--- config.mk ---
export PLATFORM = sky130hd
export DESIGN_NAME = lfsr_rate_timer
export DESIGN_NICKNAME = d
export VERILOG_FILES = /design/src/rtl/lfsr_div_pkg.sv /design/src/rtl/lfsr_div_phase.sv /design/src/rtl/lfsr_div_seed_rom.sv /design/src/rtl/lfsr_div_core.sv /design/src/rtl/lfsr_rate_timer.sv
export SDC_FILE = /design/constraint.sdc
export NUM_CORES = 1
export LEC_CHECK = 0
export BUFFER_PORTS_ARGS = -buffer_cell sky130_fd_sc_hd__buf_2
export CAP_MARGIN = 10
export CORE_MARGIN = 2
export CORE_UTILIZATION = 45
export CTS_CLUSTER_DIAMETER = 50
export DETAILED_ROUTE_END_ITERATION = 10
export HOLD_SLACK_MARGIN = 0.12
export PLACE_DENSITY = 0.66
export SLEW_MARGIN = 10
export SYNTH_ARGS = -nofsm -noshare
export SYNTH_HDL_FRONTEND = slang
export SYNTH_HIERARCHICAL = 1
export SYNTH_SLANG_ARGS = --single-unit
export TNS_END_PERCENT = 5
--- constraint.sdc ---
create_clock -name clk_i -period 1.6 [get_ports clk_i]
set_clock_uncertainty 0.2 [all_clocks]
set_input_delay 0.16 -clock clk_i [delete_from_list [all_inputs] [get_ports clk_i]]
set_output_delay 0.16 -clock clk_i [all_outputs]
set_load 0.005 [all_outputs]
--- src/rtl/lfsr_div_pkg.sv ---
package lfsr_div_pkg;

    localparam int unsigned DEF_NUM_RATES = 16;
    localparam int unsigned DEF_LFSR_W    = 9;
    localparam int unsigned DEF_TAP_HI    = 4;

    // Steps per period for each rate index (period = 2 * steps input clocks).
    localparam int unsigned DEF_STEPS [DEF_NUM_RATES] = '{
        214, 190, 170, 160, 143, 127, 113, 107,
        95,  80,  71,  64,  53,  42,  36,  27
    };

    // Half-rate phase: the register moves only on the second enabled clock.
    typedef enum logic {
        PH_WAIT = 1'b0,
        PH_STEP = 1'b1
    } phase_e;

endpackage

--- src/rtl/lfsr_div_phase.sv ---
module lfsr_div_phase
    import lfsr_div_pkg::*;
(
    input  logic clk_i,
    input  logic rst_i,
    input  logic en_i,
    output logic step_o
);

    phase_e phase_d, phase_q;

    always_comb begin
        phase_d = phase_q;
        if (rst_i) begin
            phase_d = PH_WAIT;
        end else if (en_i) begin
            phase_d = (phase_q == PH_WAIT) ? PH_STEP : PH_WAIT;
        end
    end

    always_ff @(posedge clk_i) begin
        phase_q <= phase_d;
    end

    assign step_o = en_i && (phase_q == PH_STEP);

    AST_PHASE_FROZEN: assert property (@(posedge clk_i) disable iff (rst_i)
        !en_i |=> $stable(phase_q));

    AST_PHASE_ALTERNATES: assert property (@(posedge clk_i) disable iff (rst_i)
        en_i |=> (phase_q != $past(phase_q)));

endmodule

--- src/rtl/lfsr_div_seed_rom.sv ---
module lfsr_div_seed_rom #(
    parameter int unsigned NUM_RATES = 16,
    parameter int unsigned RATE_W    = 4,
    parameter int unsigned LFSR_W    = 9,
    parameter int unsigned TAP_HI    = 4,
    parameter int unsigned STEPS [NUM_RATES] = lfsr_div_pkg::DEF_STEPS
) (
    input  logic [RATE_W-1:0] rate_i,
    output logic [LFSR_W-1:0] seed_o
);

    localparam logic [LFSR_W-1:0] TERM = {1'b1, {(LFSR_W-1){1'b0}}};

    // Inverse of one forward step (forward: shift toward bit 0,
    // bit 0 ^ bit TAP_HI enters at the top).
    function automatic logic [LFSR_W-1:0] back_step(input logic [LFSR_W-1:0] n);
        back_step = {n[LFSR_W-2:0], n[LFSR_W-1] ^ n[TAP_HI-1]};
    endfunction

    // State that reaches TERM after (steps - 1) forward steps; the final
    // step of a period is the reload taken while TERM is held.
    function automatic logic [LFSR_W-1:0] seed_for(input int unsigned steps);
        logic [LFSR_W-1:0] s;
        s = TERM;
        for (int unsigned i = 1; i < steps; i++) begin
            s = back_step(s);
        end
        return s;
    endfunction

    logic [LFSR_W-1:0] seeds_w [NUM_RATES];

    for (genvar k = 0; k < NUM_RATES; k++) begin : g_seed
        localparam logic [LFSR_W-1:0] SEED_K = seed_for(STEPS[k]);
        assign seeds_w[k] = SEED_K;
    end

    always_comb begin
        seed_o = seeds_w[0];
        for (int k = 0; k < NUM_RATES; k++) begin
            if (rate_i == RATE_W'(k)) begin
                seed_o = seeds_w[k];
            end
        end
    end

endmodule

--- src/rtl/lfsr_div_core.sv ---
module lfsr_div_core #(
    parameter int unsigned LFSR_W = 9,
    parameter int unsigned TAP_HI = 4
) (
    input  logic              clk_i,
    input  logic              rst_i,
    input  logic              step_i,
    input  logic [LFSR_W-1:0] seed_i,
    output logic              tick_o
);

    localparam logic [LFSR_W-1:0] TERM = {1'b1, {(LFSR_W-1){1'b0}}};

    typedef struct packed {
        logic [LFSR_W-1:0] lfsr;
        logic              tick;
    } core_t;

    core_t core_d, core_q;
    logic  at_term;
    logic  feedback;

    assign at_term  = (core_q.lfsr == TERM);
    assign feedback = core_q.lfsr[0] ^ core_q.lfsr[TAP_HI];

    always_comb begin
        core_d      = core_q;
        core_d.tick = 1'b0;
        if (rst_i) begin
            core_d.lfsr = seed_i;
        end else if (step_i) begin
            if (at_term) begin
                core_d.lfsr = seed_i;
                core_d.tick = 1'b1;
            end else begin
                core_d.lfsr = {feedback, core_q.lfsr[LFSR_W-1:1]};
            end
        end
    end

    always_ff @(posedge clk_i) begin
        core_q <= core_d;
    end

    assign tick_o = core_q.tick;

    AST_NEVER_ZERO: assert property (@(posedge clk_i) disable iff (rst_i)
        core_q.lfsr != '0);

    AST_SHIFT_TOWARD_LSB: assert property (@(posedge clk_i) disable iff (rst_i)
        (step_i && !at_term) |=> (core_q.lfsr[LFSR_W-2:0] == $past(core_q.lfsr[LFSR_W-1:1])));

    AST_TICK_FROM_TERMINAL: assert property (@(posedge clk_i) disable iff (rst_i)
        core_q.tick |-> $past(step_i && at_term));

    AST_TICK_SINGLE: assert property (@(posedge clk_i) disable iff (rst_i)
        core_q.tick |=> !core_q.tick);

endmodule

--- src/rtl/lfsr_rate_timer.sv ---
module lfsr_rate_timer #(
    parameter int unsigned NUM_RATES = lfsr_div_pkg::DEF_NUM_RATES,
    parameter int unsigned RATE_W    = $clog2(NUM_RATES),
    parameter int unsigned LFSR_W    = lfsr_div_pkg::DEF_LFSR_W,
    parameter int unsigned TAP_HI    = lfsr_div_pkg::DEF_TAP_HI,
    parameter int unsigned STEPS [NUM_RATES] = lfsr_div_pkg::DEF_STEPS
) (
    input  logic              clk_i,
    input  logic              rst_i,
    input  logic              en_i,
    input  logic [RATE_W-1:0] rate_i,
    output logic              tick_o
);

    logic              step_w;
    logic [LFSR_W-1:0] seed_w;

    lfsr_div_phase i_phase (
        .clk_i  (clk_i),
        .rst_i  (rst_i),
        .en_i   (en_i),
        .step_o (step_w)
    );

    lfsr_div_seed_rom #(
        .NUM_RATES (NUM_RATES),
        .RATE_W    (RATE_W),
        .LFSR_W    (LFSR_W),
        .TAP_HI    (TAP_HI),
        .STEPS     (STEPS)
    ) i_seed_rom (
        .rate_i (rate_i),
        .seed_o (seed_w)
    );

    lfsr_div_core #(
        .LFSR_W (LFSR_W),
        .TAP_HI (TAP_HI)
    ) i_core (
        .clk_i  (clk_i),
        .rst_i  (rst_i),
        .step_i (step_w),
        .seed_i (seed_w),
        .tick_o (tick_o)
    );

    AST_IDLE_NO_TICK: assert property (@(posedge clk_i) disable iff (rst_i)
        !en_i |=> !tick_o);

endmodule

## Yosys cells after proc, flatten, opt, wreduce, memory -nomap -nowiden

Cells that the tools add are included.

- Bits in registers: 11
- Input port bits: 7
- Logic and storage cells: 44

- Eq/ne operators: 16
- Muxes and demuxes: 20
- Bitwise logic cells: 2
- Reduce and logical (&&, ||, !) cells: 3

Operators by type and width:

| cell | count |
|---|---|
| two-way mux 9 bit | 16 |
| equality test 4 bit (second input constant) | 8 |
| equality test 4 x 3 -> 1 bit (second input constant) | 4 |
| two-way mux 10 bit | 1 |
| equality test 9 bit (second input constant) | 1 |
| equality test 4 x 2 -> 1 bit (second input constant) | 2 |
| two-way mux 8 bit | 1 |
| equality test 4 x 1 -> 1 bit (second input constant) | 1 |
| two-way mux 1 bit | 2 |
| nonzero test 2 bit | 1 |
| OR reduction 2 bit | 1 |
| logical AND 1 bit | 1 |
| inverter 1 bit | 1 |
| XOR 1 bit | 1 |

## Logic depth before layout (Yosys ltp)

- Depth after elaboration: 19
- Mapped depth: 7
- Gate-level depth less buffers: 6

## Modules after synthesis

The synthesis kept the hierarchy.

Modules (own cells, without submodules):

| module | times used | cells an instance | area each (um2) | seq. area each (um2) |
|---|---|---|---|---|
| lfsr_div_core | 1 | 47 | 558.0 | 290.3 |
| lfsr_div_seed_rom | 1 | 36 | 252.7 | 0.0 |
| lfsr_div_phase | 1 | 4 | 40.0 | 20.0 |

## Worst setup path before layout

No wires, ideal clock.

- Path type: register to register
- From: reg i_core/core_q[4] (netlist name)
- To: reg i_core/core_q[4] (netlist name), data pin
- Library setup time: 0.256 ns
- Data arrival time: 1.134 ns
- Data required time: 1.144 ns
- Path slack: 0.010 ns
- Stages on the path, launching flop included: 4
- Buffers on the path: 0
- Clock period less this slack: 1.590 ns
- Cells stage by stage: edfxtp_1 -> nor4_4 -> nand3_2 -> o22a_1

RTL lines:

| what | line | RTL |
|---|---|---|
| from (decl) | lfsr_div_core.sv:19 | `core_t core_d, core_q;` |
| from (signal assigned) | lfsr_div_core.sv:42 | `core_q <= core_d;` |

==> flow_summary.ini <==
[clock_network]
cts_root_buf = clkbuf_4
htreeDepth = 1
insertion_delay_ps = 270
numCtsBuffers = 3
clkTransAtPathRegs_ps = 70
cts_tree = yes
clk_path_buf_depth = 2
cts_sinks = 11

[drt]
drc = 0
wire_per_inst_um = 14.9
drt_pass1_iterations = 4
drtAntennaViolNets = 0
via_per_inst = 5.25
routed_wl_um = 2060
drt-initial-drc-count = 20
num_vias = 725

[floorplanning]
die_w_um = 47.5
io_pins = 8
rows = 15
die_y_um = 47.5
coreArea_um2 = 1750
start_util_pct = 48.7
die_area_um2 = 2250

[grt]
track_usage_pct = 20.3
overflow = 0
antenna_found_initial = 0
grt_pass1_wl_um = 3080
first_global_vias = 657
grt_max_degree = 12

[placement]
portBuffers = 7
post-place-ws_ps = -94.0
dp_hpwl_um = 1360
place_congestion = 0.812
dp.cells = 126

[worst_setup_path]
cp_max_fo = 7
required_ps = 1430
cp-start-kind = register
critPathKind = register to register
crit_path_end_kind = register
arrival_ps = 1570

[run_status]
violations = negative setup slack
status = complete, but fails checks

[timing]
fin_crit_ps = 1740
hold_viol = 0
finalCritPeriodShare_pct = 109
setup_viol = 8
max_slew_margin_pct = 78.5
max_freq_ghz = 0.575
tightest_slew_ps = 319
slew_violations = 0
setup_slack_ps = -138
hold_ws_ps = 186
rsz0062_at_grt = true

[logic_synthesis]
synthDistinctLibCells = 38
synth_compound_area_share_pct = 27.2
synth_top_family_by_area = compound AO/OA/AOI/OAI gates
synth_mux_area_share_pct = 0
ys_warn_count = 6
synth_cells = 87
avgSynthCellArea_um2 = 9.78
ys_ff_latch = 11
synth_area_leaders = edfxtp_1 32%, nand2_1 7.1%, o22a_1 5.1%
synth-simple-area-share_pct = 25.1
yosysSeqAreaShare_pct = 36.5
syn_area_um2 = 851
syn-num-nets = 94
synth_xor_area_share_pct = 3.09
synthAdderAreaFrac_pct = 1.32
synth_top_area_share_pct = 31.8
synth.largest_area_cell = edfxtp_1

[power_and_ir_drop]
finalPower_uw = 775
p_leak_nw = 0.437
ir_worst_vdd_mv = 0.702
power-per-cell-area_nw_per_um2 = 718

[finish]
diodes = 0
multi_input_area_um2 = 498
fillers = 154
area_delta_synth_final_pct = 26.9
final-seq-area_um2 = 310
instances_no_fill = 138
drive_gt1_share_pct = 37.2
nets = 121

[hold_path]
hold_class = primary input to register

[flow_run]
cap_viol_max_count = 0
## synth_stat cells
master	count
edfxtp_1	9
buf_2	1
nand3_2	2
a21o_1	1
or2_2	1
nor3_1	1
maj3_2	1
clkinv_2	1
o311ai_2	1
inv_1	2
buf_4	1
nor4_4	2
o22ai_1	1
dfxtp_1	2
o22a_1	5
o21ai_0	7
a31oi_1	2
and2_2	1
nand3_1	1
buf_6	2
nor2b_1	3
a21oi_1	1
o21ai_1	1
a22oi_1	4
nand2_1	16
and3b_1	1
inv_4	1
nor2_1	1
o2bb2ai_1	2
nor2b_4	2
xor2_1	2
o21ai_2	1
xnor2_1	1
a2bb2oi_1	3
clkbuf_1	1
a21boi_0	1
o32a_1	1
or2_4	1
## power breakdown
group / internal (mW) / total (mW) / leakage [nW] / switching [mW]
registers: 0.342 / 0.368 / 0.109 / 0.0257
logic: 0.112 / 0.217 / 0.310 / 0.105
clock network: 0.0927 / 0.191 / 0.0177 / 0.0979
## per-stage QoR
stage | cell area [um2] | util (%) | setup TNS, ps
finish | 1080 | 61.9 | -842
global placement | 968 | 55.5 | -251
CTS | 1040 | 59.6 | -316
detailed placement | 968 | 55.5 | -450
global route | 1080 | 61.9 | -1400
floorplan | 851 | - | 0
## registers in the layout, summed over array words and instances (netlist names)
name             flops
i_core/core_q        9
i_phase/phase_q      1
i_core/tick_o        1
## worst paths after layout
path,end,cells after the start,slack [ps],start
setup / recovery,i_core/core_q[5],4,-140,i_core/core_q[4]
hold reg to reg,i_core/core_q[2],2,580,i_core/core_q[3]
hold / removal,i_core/core_q[7],4,190,rst_i
setup reg to reg,i_core/core_q[5],4,-140,i_core/core_q[4]
## logic make-up after synthesis
family,Yosys count
compound gates,31
xor+xnor,3
fa+ha+maj,1
buf+inv,9
flops,11
simple gates,32
## layer usage
metal | wire (um) | vias up | part of all wire, % | global-route usage (%)
met2 | 1020 | 14 | 49 | 33.0
met4 | 16 | 0 | 0.78 | 1.67
met3 | 73 | 2 | 3.5 | 6.79
met5 | 0 | - | 0 | 0
li1 | - | 380 | - | -
met1 | 956 | 329 | 46 | 27.7
## cell usage in the layout (no fill, tap or decap), drive strengths merged, types with 2 or more instances in the layout
master	count
a22oi	4
a2bb2oi	3
o22a	5
inv	4
a31oi	2
dlygate4sd3	3
edfxtp	9
or2	2
dfxtp	2
o2bb2ai	2
o21ai	9
buf	24
nand2	16
nand3	3
nor4	2
clkbuf	3
xor2	2
nor2b	5
## what timing repair did
item                                    in CTS  in global routing
endpoints found under the hold margin        3                  0
setup buffers                                2                  3
pin swaps                                    3                  5
endpoints found under the setup margin       7                 10
resized for setup                            0                  4
hold buffers                                 3                  0
## final cells by class
cell class                      count  share of cell area [%]
Timing Repair Buffer               27                    17.8
Inverter                            4                    1.85
Multi-Input combinational cell     67                    46.1
Tap cell                           25                    2.90
Sequential cell                    11                    28.7
Clock inverter                      1                   0.463
Clock buffer                        3                    2.09
## worst max-delay path, stage by stage (launching register included)
cell	delay, ps
edfxtp_1	440
nor4_4	360
buf_4	180
nand3_4	110
o22a_1	210
Power figures use the tool's default switching activity.
